`config.mk`:
```
export PLATFORM = sky130hd
export DESIGN_NAME = wide_addsub
export DESIGN_NICKNAME = d
export VERILOG_FILES = /design/src/rtl/wide_addsub_pkg.sv /design/src/rtl/wide_addsub_core.sv /design/src/rtl/wide_addsub_status.sv /design/src/rtl/wide_addsub.sv
export SDC_FILE = /design/constraint.sdc
export NUM_CORES = 1
export LEC_CHECK = 0
export ABC_AREA = 1
export BUFFER_PORTS_ARGS = -buffer_cell sky130_fd_sc_hd__buf_2
export CORE_MARGIN = 4
export CORE_UTILIZATION = 42
export DETAILED_ROUTE_END_ITERATION = 8
export HOLD_SLACK_MARGIN = 0.12
export PLACE_DENSITY_LB_ADDON = 0.2
export SETUP_SLACK_MARGIN = 0.02
export SLEW_MARGIN = 20
export SYNTH_ARGS = -nofsm -noshare
export SYNTH_HDL_FRONTEND = slang
export SYNTH_SLANG_ARGS = --single-unit
```
`constraint.sdc`:
```
create_clock -name clk -period 2.73 [get_ports clk]
set_input_delay 0.273 -clock clk [delete_from_list [all_inputs] [get_ports clk]]
set_output_delay 0.273 -clock clk [all_outputs]
set_load 0.02 [all_outputs]
```
`src/rtl/wide_addsub_pkg.sv`:
```
package wide_addsub_pkg;
   localparam int unsigned STAT_W   = 8;
   localparam int unsigned ST_CARRY = 0;
   localparam int unsigned ST_SUBOP = 1;
   localparam int unsigned ST_OVFL  = 2;
   localparam int unsigned ST_RSV3  = 3;
   localparam int unsigned ST_HALF  = 4;
   localparam int unsigned ST_RSV5  = 5;
   localparam int unsigned ST_ZERO  = 6;
   localparam int unsigned ST_SIGN  = 7;

   typedef enum logic {
      OP_ADDC = 1'b0,
      OP_SUBB = 1'b1
   } arith_op_e;

   typedef enum int unsigned {
      ADDER_NATIVE = 0,
      ADDER_RIPPLE = 1
   } adder_kind_e;
endpackage

```
`src/rtl/wide_addsub_core.sv`:
```
module wide_addsub_core
   import wide_addsub_pkg::*;
#(
   parameter int unsigned DATA_W     = 16,
   parameter int unsigned ADDER_KIND = ADDER_NATIVE
) (
   input  logic [DATA_W-1:0] a_i,
   input  logic [DATA_W-1:0] b_i,
   input  logic              cin_i,
   input  arith_op_e         op_i,
   output logic [DATA_W-1:0] sum_o,
   output logic              carry_o
);
   localparam int unsigned EXT_W = DATA_W + 1;

   generate
      if (ADDER_KIND == ADDER_NATIVE) begin : g_native
         logic [EXT_W-1:0] ext;
         always_comb begin
            if (op_i == OP_SUBB)
               ext = {1'b0, a_i} - {1'b0, b_i} - EXT_W'(cin_i);
            else
               ext = {1'b0, a_i} + {1'b0, b_i} + EXT_W'(cin_i);
         end
         assign sum_o   = ext[DATA_W-1:0];
         assign carry_o = ext[DATA_W];
      end else if (ADDER_KIND == ADDER_RIPPLE) begin : g_ripple
         logic [DATA_W:0]   chain;
         logic [DATA_W-1:0] b_eff;
         logic              is_sub;
         assign is_sub   = (op_i == OP_SUBB);
         assign b_eff    = is_sub ? ~b_i : b_i;
         assign chain[0] = is_sub ? ~cin_i : cin_i;
         for (genvar gi = 0; gi < DATA_W; gi++) begin : g_bit
            logic prop;
            assign prop          = a_i[gi] ^ b_eff[gi];
            assign sum_o[gi]     = prop ^ chain[gi];
            assign chain[gi + 1] = (a_i[gi] & b_eff[gi]) | (prop & chain[gi]);
         end
         assign carry_o = is_sub ? ~chain[DATA_W] : chain[DATA_W];
      end else begin : g_bad_kind
         $error("wide_addsub_core: unknown ADDER_KIND %0d", ADDER_KIND);
      end
   endgenerate
endmodule

```
`src/rtl/wide_addsub_status.sv`:
```
module wide_addsub_status
   import wide_addsub_pkg::*;
#(
   parameter int unsigned DATA_W = 16
) (
   input  logic [DATA_W-1:0] a_i,
   input  logic [DATA_W-1:0] b_i,
   input  logic [DATA_W-1:0] sum_i,
   input  logic              carry_i,
   input  arith_op_e         op_i,
   output logic [STAT_W-1:0] stat_o
);
   localparam int unsigned TOP_BIT  = DATA_W - 1;
   localparam int unsigned NIB_EDGE = DATA_W - 4;

   logic [DATA_W-1:0] ovf_vec;
   logic [DATA_W-1:0] nib_vec;
   logic              is_zero;

   always_comb begin
      is_zero = (sum_i == '0);
      nib_vec = a_i ^ b_i ^ sum_i;
      if (op_i == OP_SUBB)
         ovf_vec = (a_i ^ sum_i) & (a_i ^ b_i);
      else
         ovf_vec = (a_i ^ sum_i) & (b_i ^ sum_i);

      stat_o           = '0;
      stat_o[ST_CARRY] = carry_i;
      stat_o[ST_SUBOP] = (op_i == OP_SUBB);
      stat_o[ST_OVFL]  = ovf_vec[TOP_BIT];
      stat_o[ST_HALF]  = nib_vec[NIB_EDGE];
      stat_o[ST_ZERO]  = is_zero;
      stat_o[ST_SIGN]  = sum_i[TOP_BIT] & ~is_zero;
      stat_o[ST_RSV3]  = 1'b0;
      stat_o[ST_RSV5]  = 1'b0;
   end
endmodule

```
`src/rtl/wide_addsub.sv`:
```
module wide_addsub
   import wide_addsub_pkg::*;
#(
   parameter int unsigned DATA_W     = 16,
   parameter int unsigned ADDER_KIND = ADDER_NATIVE
) (
   input  logic              clk,
   input  logic              rst,
   input  logic              start,
   input  logic              op_sub,
   input  logic [DATA_W-1:0] acc_in,
   input  logic [DATA_W-1:0] opnd_in,
   input  logic [7:0]        flags_in,
   output logic [DATA_W-1:0] result,
   output logic [7:0]        flags_out,
   output logic              done
);
   generate
      if (DATA_W < 8 || (DATA_W % 4) != 0) begin : g_bad_width
         $error("wide_addsub: DATA_W %0d must be a multiple of 4 and at least 8", DATA_W);
      end
      if (STAT_W != 8) begin : g_bad_stat
         $error("wide_addsub: status byte must be 8 bits");
      end
   endgenerate

   arith_op_e         op_sel;
   logic [DATA_W-1:0] sum_w;
   logic              carry_w;
   logic [STAT_W-1:0] stat_w;

   assign op_sel = op_sub ? OP_SUBB : OP_ADDC;

   wide_addsub_core #(
      .DATA_W    (DATA_W),
      .ADDER_KIND(ADDER_KIND)
   ) u_core (
      .a_i    (acc_in),
      .b_i    (opnd_in),
      .cin_i  (flags_in[ST_CARRY]),
      .op_i   (op_sel),
      .sum_o  (sum_w),
      .carry_o(carry_w)
   );

   wide_addsub_status #(
      .DATA_W(DATA_W)
   ) u_status (
      .a_i    (acc_in),
      .b_i    (opnd_in),
      .sum_i  (sum_w),
      .carry_i(carry_w),
      .op_i   (op_sel),
      .stat_o (stat_w)
   );

   always_ff @(posedge clk) begin
      if (rst) begin
         result    <= '0;
         flags_out <= '0;
         done      <= 1'b0;
      end else begin
         done <= start;
         if (start) begin
            result    <= sum_w;
            flags_out <= stat_w;
         end
      end
   end
endmodule

```
==> impl_metrics.toml, run 1 <==
[placement]
postPlaceCellArea_sq_um = 3667
io_buffers = 59
pre_cts_slack_ps = 80.84
place_congestion = 0.8512
hpwlAfterDp_um = 7081

[global_route]
grt-busiest-layer = "met2"
grt_overflow = 0
use_met1_pct = 22.77
antenna_found_initial = 0
grt_util_all_layers_pct = 18.23
use_met2_pct = 34.54
grt_max_degree = 31
grt_pass1_wl_um = 13880
met3_usage_pct = 1.704
grt_pass1_vias = 3230

[route]
drtIter0Drc = 157
drc_errors = 0
vias_per_cell = 4.921
avgRoutedWirePerCell_um = 11.57
routed_wl_um = 8321
antenna_left = 0
vias = 3538
first_pass_iters = 5

[worst_setup_path]
crit_family = "simple AND/OR/NAND/NOR gates"
arrival_ps = 2600
cp-start-kind = "primary input"
crit_path_max_fanout = 4
worstReg2RegStart = "result[13]$_SDFFE_PP0P_"
worstPathRequired_ps = 2930
worstSetupPathType = "primary input to flip-flop"
worst-path-buf-inv = 2
path_common_cell = "nand3_1"
setup.worst_path.start = "acc_in[0]"
end_kind = "flip-flop"
rrSetupSlack_ps = 2060
path_cells = "buf_2 -> fa_1 -> inv_1 -> ha_1 -> o21ai_0 -> nand2_2 -> nand2_1 -> nand3_1 -> nand2_1 -> nand3_1 -> nor2_1 -> nand3_1 -> nor2_1 -> nand3_1 -> a21oi_2"
slowest_delay_ps = 580
slowest_stage = "fa_1"

[clock_network]
clkTransAtPathRegs_ps = 80
numCtsBuffers = 3
cts_sinks = 23
cts.htree.levels = 1
cts-hold-fix-buffers = 0
postCtsSetupBuffers = 0
cts-root-buf = "clkbuf_8"
cts_tree = "done"
cts_resized = 0
clock_latency_ps = 260
cts_buffer_depth = 2

[power]
ir_drop_mv = 0.1859
power.leakage_nw = 2.236
powerDensity_nw_per_um2 = 373.5

[finish]
design_area_sq_um = 3712
area.growth.synth_to_final_pct = 12.69
nNetsFinal = 711
diodes = 0
seq_area_sq_um = 460.4
fillerInstances = 868
drive_gt1_share_pct = 14.42
multiInputGateArea_sq_um = 2296

[logic_synthesis]
synth_seq_cells = 23
ys_seq_area_share_pct = 13.98
synth.top_cell.area_share_pct = 17.43
syn_inst = 560
synthTopCellsByArea = "nand2_1 (17%), ha_1 (17%), dfxtp_1 (14%), inv_1 (13%), nand3_1 (9.1%)"
synth_top_area_cell = "nand2_1"
synth_cell_types = 34
yosysWarnings = 0
syn_area_sq_um = 3294
avgSynthCellArea_sq_um = 5.883

[timing]
finalClockSkew_ps = 0
setup_slack_ps = 330.3
max_freq_mhz = 416.7
min_period_ps = 2400
grt_setup_unrepaired = "false"
drv_slew = 0
hold_ws_ps = 297.7
finalHoldViolCount = 0
setup_viol = 0
finalCritPeriodShare_pct = 87.90
tns_ps = 0

[floorplan]
die_area_sq_um = 9325
initial_utilization_pct = 42.85
ios = 69
rows = 32
core_area_sq_um = 7687
die_y_um = 96.57
die_w_um = 96.57

[job]
cap_violations = 0

[run_status]
status = "complete, no violations"

[hold_path]
worstHoldPathType = "primary input to flip-flop"
hold_start = "rst"
==> layout by cell type, fill, tap and decap left out, types with 5 or more instances in the layout <==
master    synthesis  routed
nand2_1         153     153
inv_1           114     114
nand3_1          60      60
buf_2             0      59
nor2_1           47      47
ha_1             45      45
dfxtp_1          23      23
a21oi_1          22      22
o21ai_0          14      14
o211ai_1         11      11
nand2_2           9       9
inv_2             7       7
o21bai_1          6       6
nand3b_1          5       5
nand4_1           5       5
==> layer usage <==
metal | wire, um | vias to the layer above
met2 | 4096 | 83
li1 | - | 1865
met5 | 0 | -
met1 | 3766 | 1584
met3 | 368 | 6
met4 | 90 | 0
==> path summary, 6_finish.rpt <==
check | end | depth (start not counted)
max | flags_out[6]$_SDFFE_PP0P_ | 15
min reg2reg | flags_out[7]$_SDFFE_PP0P_ | 2
min | flags_out[2]$_SDFFE_PP0P_ | 2
max reg2reg | result[13]$_SDFFE_PP0P_ | 4
==> through the flow <==
stage	utilization (%)	total power [mW]	instances
final	48.29	1.387	719
after global routing	48.29	1.531	719
after CTS	48.29	1.397	719
after detailed placement	47.71	1.185	715
after global placement	47.71	1.172	715
after floorplan	-	0.9846	561
==> synthesized netlist by cell type <==
cell type    n
fa_1         4
and3_1       1
nor3_1       3
a21oi_1     22
o21bai_1     6
o21ai_0     14
and2_1       1
nor4_1       1
nor2_1      47
a31oi_1      4
a21oi_2      3
clkbuf_8     2
o21ai_1      2
o211ai_1    11
inv_2        7
buf_6        2
nor2_2       1
a211oi_1     1
buf_4        2
inv_1      114
a21oi_4      1
nand2_1    153
dfxtp_1     23
clkinv_1     1
a21o_1       1
nand2_2      9
nand4_1      5
nand3b_1     5
ha_1        45
clkbuf_1     5
nand3_1     60
conb_1       1
nand3_2      2
xnor2_1      1
==> cell type report <==
type / count / share of cell area (%)
multi-input combinational: 405 / 61.85
sequential: 23 / 12.40
inverter: 122 / 12.34
timing repair buffer: 63 / 8.763
tap: 102 / 3.438
clock buffer: 4 / 1.213
==> kinds of logic (layout without fill, tap and decap cells) <==
family	Yosys count	in the layout	synth area share, %
other	1	2	0.1138
AOI/OAI and AO/OA	65	65	12.15
adders and majority gates	49	49	19.52
xor gates and xnor gates	1	1	0.2659
and+or+nand+nor	288	288	37.52
buffers and inverters	133	189	16.45
DFF	23	23	13.98
==> worst register-to-register path, stage by stage, from the launching register on <==
cell and delay (ps):
dfxtp_1 320, nor2_1 80, nor2_1 40, o21ai_0 70, inv_1 50
==> sequential cells by signal, indices dropped and copies added, names as in the netlist <==
signal     count
done           1
flags_out      6
result        16
==> power by group <==
part           internal, mW  switching, mW
logic                 0.286          0.513
clock network         0.104          0.105
registers             0.366         0.0139
total                 0.755          0.631
(Power assumes the default switching activity.)
==> run 2: changes to the inputs <==
Settings changed: RECOVER_POWER from default to 100.
==> impl_metrics.toml, run 2 (same netlist as run 1, synthesis figures left out) <==
[hold_path]
worstHoldPathType = "primary input to flip-flop"

[floorplan]
die_w_um = 96.57
rows = 32
ios = 69
initial_utilization_pct = 42.85
die_area_sq_um = 9325
die_y_um = 96.57
core_area_sq_um = 7687

[clock_network]
cts_tree = "done"
cts-root-buf = "clkbuf_8"
clkTransAtPathRegs_ps = 70
postCtsSetupBuffers = 0
cts-hold-fix-buffers = 0
cts_resized = 0
numCtsBuffers = 3
cts.htree.levels = 1
clock_latency_ps = 260
cts_sinks = 23
cts_buffer_depth = 2

[route]
drc_errors = 0
routed_wl_um = 8315
drtIter0Drc = 155
vias_per_cell = 4.943
first_pass_iters = 5
antenna_left = 0
vias = 3554
avgRoutedWirePerCell_um = 11.56

[timing]
finalClockSkew_ps = 0
tns_ps = 0
grt_setup_unrepaired = "false"
finalCritPeriodShare_pct = 89.28
hold_ws_ps = 301.6
setup_slack_ps = 292.6
setup_viol = 0
finalHoldViolCount = 0
max_freq_mhz = 410.3
drv_slew = 0
min_period_ps = 2437

[worst_setup_path]
cp-start-kind = "primary input"
path_common_cell = "nand2_1"
path_cells = "clkbuf_1 -> inv_1 -> fa_1 -> fa_1 -> inv_1 -> nand2_1 -> nand2_1 -> nand2_1 -> nand2_1 -> nor2_1 -> o21ai_0 -> nand3_1 -> nor2_1 -> nand3_1 -> a21oi_2"
worstSetupPathType = "primary input to flip-flop"
slowest_stage = "fa_1"
end_kind = "flip-flop"
arrival_ps = 2630
slowest_delay_ps = 470
worst-path-buf-inv = 3
worstPathRequired_ps = 2930
crit_path_max_fanout = 4
crit_family = "adder cells"

[power]
powerDensity_nw_per_um2 = 373.2
ir_drop_mv = 0.1867
power.leakage_nw = 2.141
finalPower_mw = 1.371

[finish]
final_common_cell = "nand2_1"
largest_reg_flops = 16
largest-register = "result"
nNetsFinal = 711
final_core_util_pct = 47.77
diodes = 0
drive_gt1_share_pct = 9.724
reg.largest.list = "result x16, flags_out x6, done x1"
finalNonFillerCells = 719
layout_common_cells = "nand2_1 (156), inv_1 (114), nand3_1 (60)"
fillerInstances = 881
design_area_sq_um = 3672
area.growth.synth_to_final_pct = 11.47

[global_route]
grt_pass1_wl_um = 13880
grt_overflow = 0
grt_max_degree = 31
grt_util_all_layers_pct = 18.23
antenna_found_initial = 0
grt_pass1_vias = 3230

[placement]
io_buffers = 59
place_congestion = 0.8512
dp.cells = 715
postPlaceCellArea_sq_um = 3667
hpwlAfterDp_um = 7081
pre_cts_slack_ps = 80.84

[job]
cap_violations = 0

[run_status]
status = "complete, no violations"
==> run 2: worst paths after layout <==
| check | startpoint | end | slack, ps | depth (start not counted) |
|---|---|---|---|---|
| max | acc_in[0] | flags_out[6]$_SDFFE_PP0P_ | 290 | 15 |
| min | rst | flags_out[2]$_SDFFE_PP0P_ | 300 | 2 |
| max reg2reg | result[13]$_SDFFE_PP0P_ | result[13]$_SDFFE_PP0P_ | 2060 | 4 |
| min reg2reg | result[15]$_SDFFE_PP0P_ | result[15]$_SDFFE_PP0P_ | 470 | 2 |
==> run 2: area by class of cell <==
class	instances	area, sq um	share of cell area (%)
Multi-Input combinational cell	405	2288	62.32
Sequential cell	23	460.4	12.54
Timing Repair Buffer	63	292.8	7.973
Clock buffer	4	45.04	1.227
Tap cell	102	127.6	3.475
Inverter	122	457.9	12.47
==> run 2: report_power, final <==
group	switching, mW	internal [mW]	total, mW
Clock	0.101	0.104	0.205
Combinational	0.510	0.275	0.785
Sequential	0.0147	0.366	0.380
Total	0.626	0.745	1.37
==> run 2: routing by layer <==
layer  share of wire (%)  global-route usage (%)  wire length (um)  vias to the layer above
met2                  50                   34.54              4150                       89
met1                  44                   22.77              3691                     1593
met3                 4.7                   1.704               389                        6
met4                 1.0                   2.220                84                        0
li1                    -                       -                 -                     1866
met5                   0                       0                 0                        -
==> run 3: changes to the inputs <==
Settings changed: CORE_MARGIN 4 to default.
==> impl_metrics.toml, run 3 (same netlist as run 1, synthesis figures left out) <==
[power]
p_clk_share_pct = 15.0
seqPwrFrac_pct = 27.9
ir_drop_mv = 0.1979
powerDensity_nw_per_um2 = 374.4
combinationalPowerShare_pct = 57.0
power.leakage_nw = 2.126
p_sw_mw = 0.6244
internal_power_mw = 0.7400
finalPower_mw = 1.364
p_sw_share_pct = 45.76

[worst_setup_path]
reg2reg_depth = 2
crit_path_max_fanout = 4
worstSetupPathType = "primary input to flip-flop"
worstReg2RegStart = "flags_out[1]$_SDFFE_PP0P_"
worstPathRequired_ps = 2890
rrSetupSlack_ps = 2050
cp-start-kind = "primary input"
arrival_ps = 2520
end_kind = "flip-flop"
r2r-end = "flags_out[1]$_SDFFE_PP0P_"

[route]
vias = 3518
routed_wl_um = 8211
avgRoutedWirePerCell_um = 11.50
vias_per_cell = 4.927
drc_errors = 0
antenna_left = 0
drtIter0Drc = 186
first_pass_iters = 4

[global_route]
grt-busiest-layer = "met2"
met3_usage_pct = 2.441
antenna_found_initial = 0
grt_util_all_layers_pct = 21.37
grt_max_degree = 31
use_met2_pct = 40.03
grt_pass1_wl_um = 14840
grt_pass1_vias = 3498
grt_overflow = 0
use_met1_pct = 26.06

[clock_network]
cts-root-buf = "clkbuf_8"
cts_sinks = 23
clkTransAtPathRegs_ps = 70
cts_tree = "done"
postCtsSetupBuffers = 0
cts_buffer_depth = 2
cts-hold-fix-buffers = 0
numCtsBuffers = 3
cts_resized = 0
cts.htree.levels = 1
clock_latency_ps = 260

[timing]
min_period_ps = 2362
finalCritPeriodShare_pct = 86.51
grt_setup_unrepaired = "false"
tns_ps = 0
drv_slew = 0
setup_viol = 0
hold_ws_ps = 301.6
finalHoldViolCount = 0
max_freq_mhz = 423.4
finalClockSkew_ps = 0

[hold_path]
min_to = "flags_out[6]$_SDFFE_PP0P_"
hold_start = "rst"
worstHoldPathType = "primary input to flip-flop"
whs_path_depth = 2

[finish]
multiInputGateArea_sq_um = 2281
nNetsFinal = 709
finalNonFillerCells = 714
layout_common_cells = "nand2_1 (157), inv_1 (114), nand3_1 (61)"
seq_area_sq_um = 460.4
final_common_cell = "nand2_1"
reg.largest.list = "result x16, flags_out x6, done x1"
largest-register = "result"
fillerInstances = 795
drive_gt1_share_pct = 8.943
area.growth.synth_to_final_pct = 10.63
design_area_sq_um = 3645
diodes = 0
largest_reg_flops = 16

[placement]
io_buffers = 59
place_congestion = 0.8495
hpwlAfterDp_um = 6875
dp.cells = 710
postPlaceCellArea_sq_um = 3649

[floorplan]
rows = 31
die_w_um = 90.57
ios = 69
initial_utilization_pct = 44.47
core_area_sq_um = 7408
die_y_um = 90.57
die_area_sq_um = 8202

[run_status]
status = "complete, no violations"

[job]
cap_violations = 0
[run 3: cell types whose count changed in the layout (fill, tap and decap cells not counted)]
cell and delta:
nand2_1 +1, clkbuf_1 +1, buf_4 -2, nand2_2 -1, nand3_2 -1, nand3_1 +1, buf_2 -1
[run 3: metrics by stage]
step                worst slack, ps  util [%]
finish                        368.4     49.20
floorplan                     511.9         -
CTS                           421.3     49.86
detailed placement            153.6     49.25
global placement              181.4     49.25
global route                  103.1     49.20
[run 3: worst max path at each step]
stage,depth (start not counted),to,startpoint
floorplan,17,flags_out[6]$_SDFFE_PP0P_,opnd_in[0]
global placement,18,flags_out[4]$_SDFFE_PP0P_,acc_in[0]
detailed placement,18,flags_out[4]$_SDFFE_PP0P_,acc_in[0]
CTS,18,flags_out[4]$_SDFFE_PP0P_,acc_in[0]
global route,18,flags_out[4]$_SDFFE_PP0P_,acc_in[0]
finish,18,flags_out[4]$_SDFFE_PP0P_,acc_in[0]
[run 3: worst max-delay path, stage by stage]
cell,delay (ps)
clkbuf_1,130
inv_1,80
fa_1,470
fa_1,370
inv_1,110
nand2_1,80
nand2_1,90
nand2_1,60
nand2_1,120
nand2_1,90
nand2_1,70
nand2_1,40
nand3_1,100
nand2_1,110
nand2_1,70
nand3_1,90
o211ai_1,110
inv_1,50
[run 3: metal layers]
metal,share of wire (%),routed length [um],vias up
li1,-,-,1860
met1,46,3801,1568
met2,48,3961,78
met3,4.0,327,12
met4,1.5,122,0
met5,0,0,-
[run 3: power by group through the flow]
stage               clock (mW)  combinational [mW]  sequential, mW
floorplan                    0               0.560           0.425
global placement             0               0.779           0.387
detailed placement           0               0.791           0.388
CTS                      0.210               0.795           0.380
global route             0.232               0.904           0.385
finish                   0.205               0.778           0.381
[run 3: area by class of cell]
cell class,count,share of cell area [%]
Clock buffer,4,1.236
Inverter,122,12.56
Multi-Input combinational cell,405,62.58
Sequential cell,23,12.63
Tap cell,99,3.399
Timing Repair Buffer,61,7.587
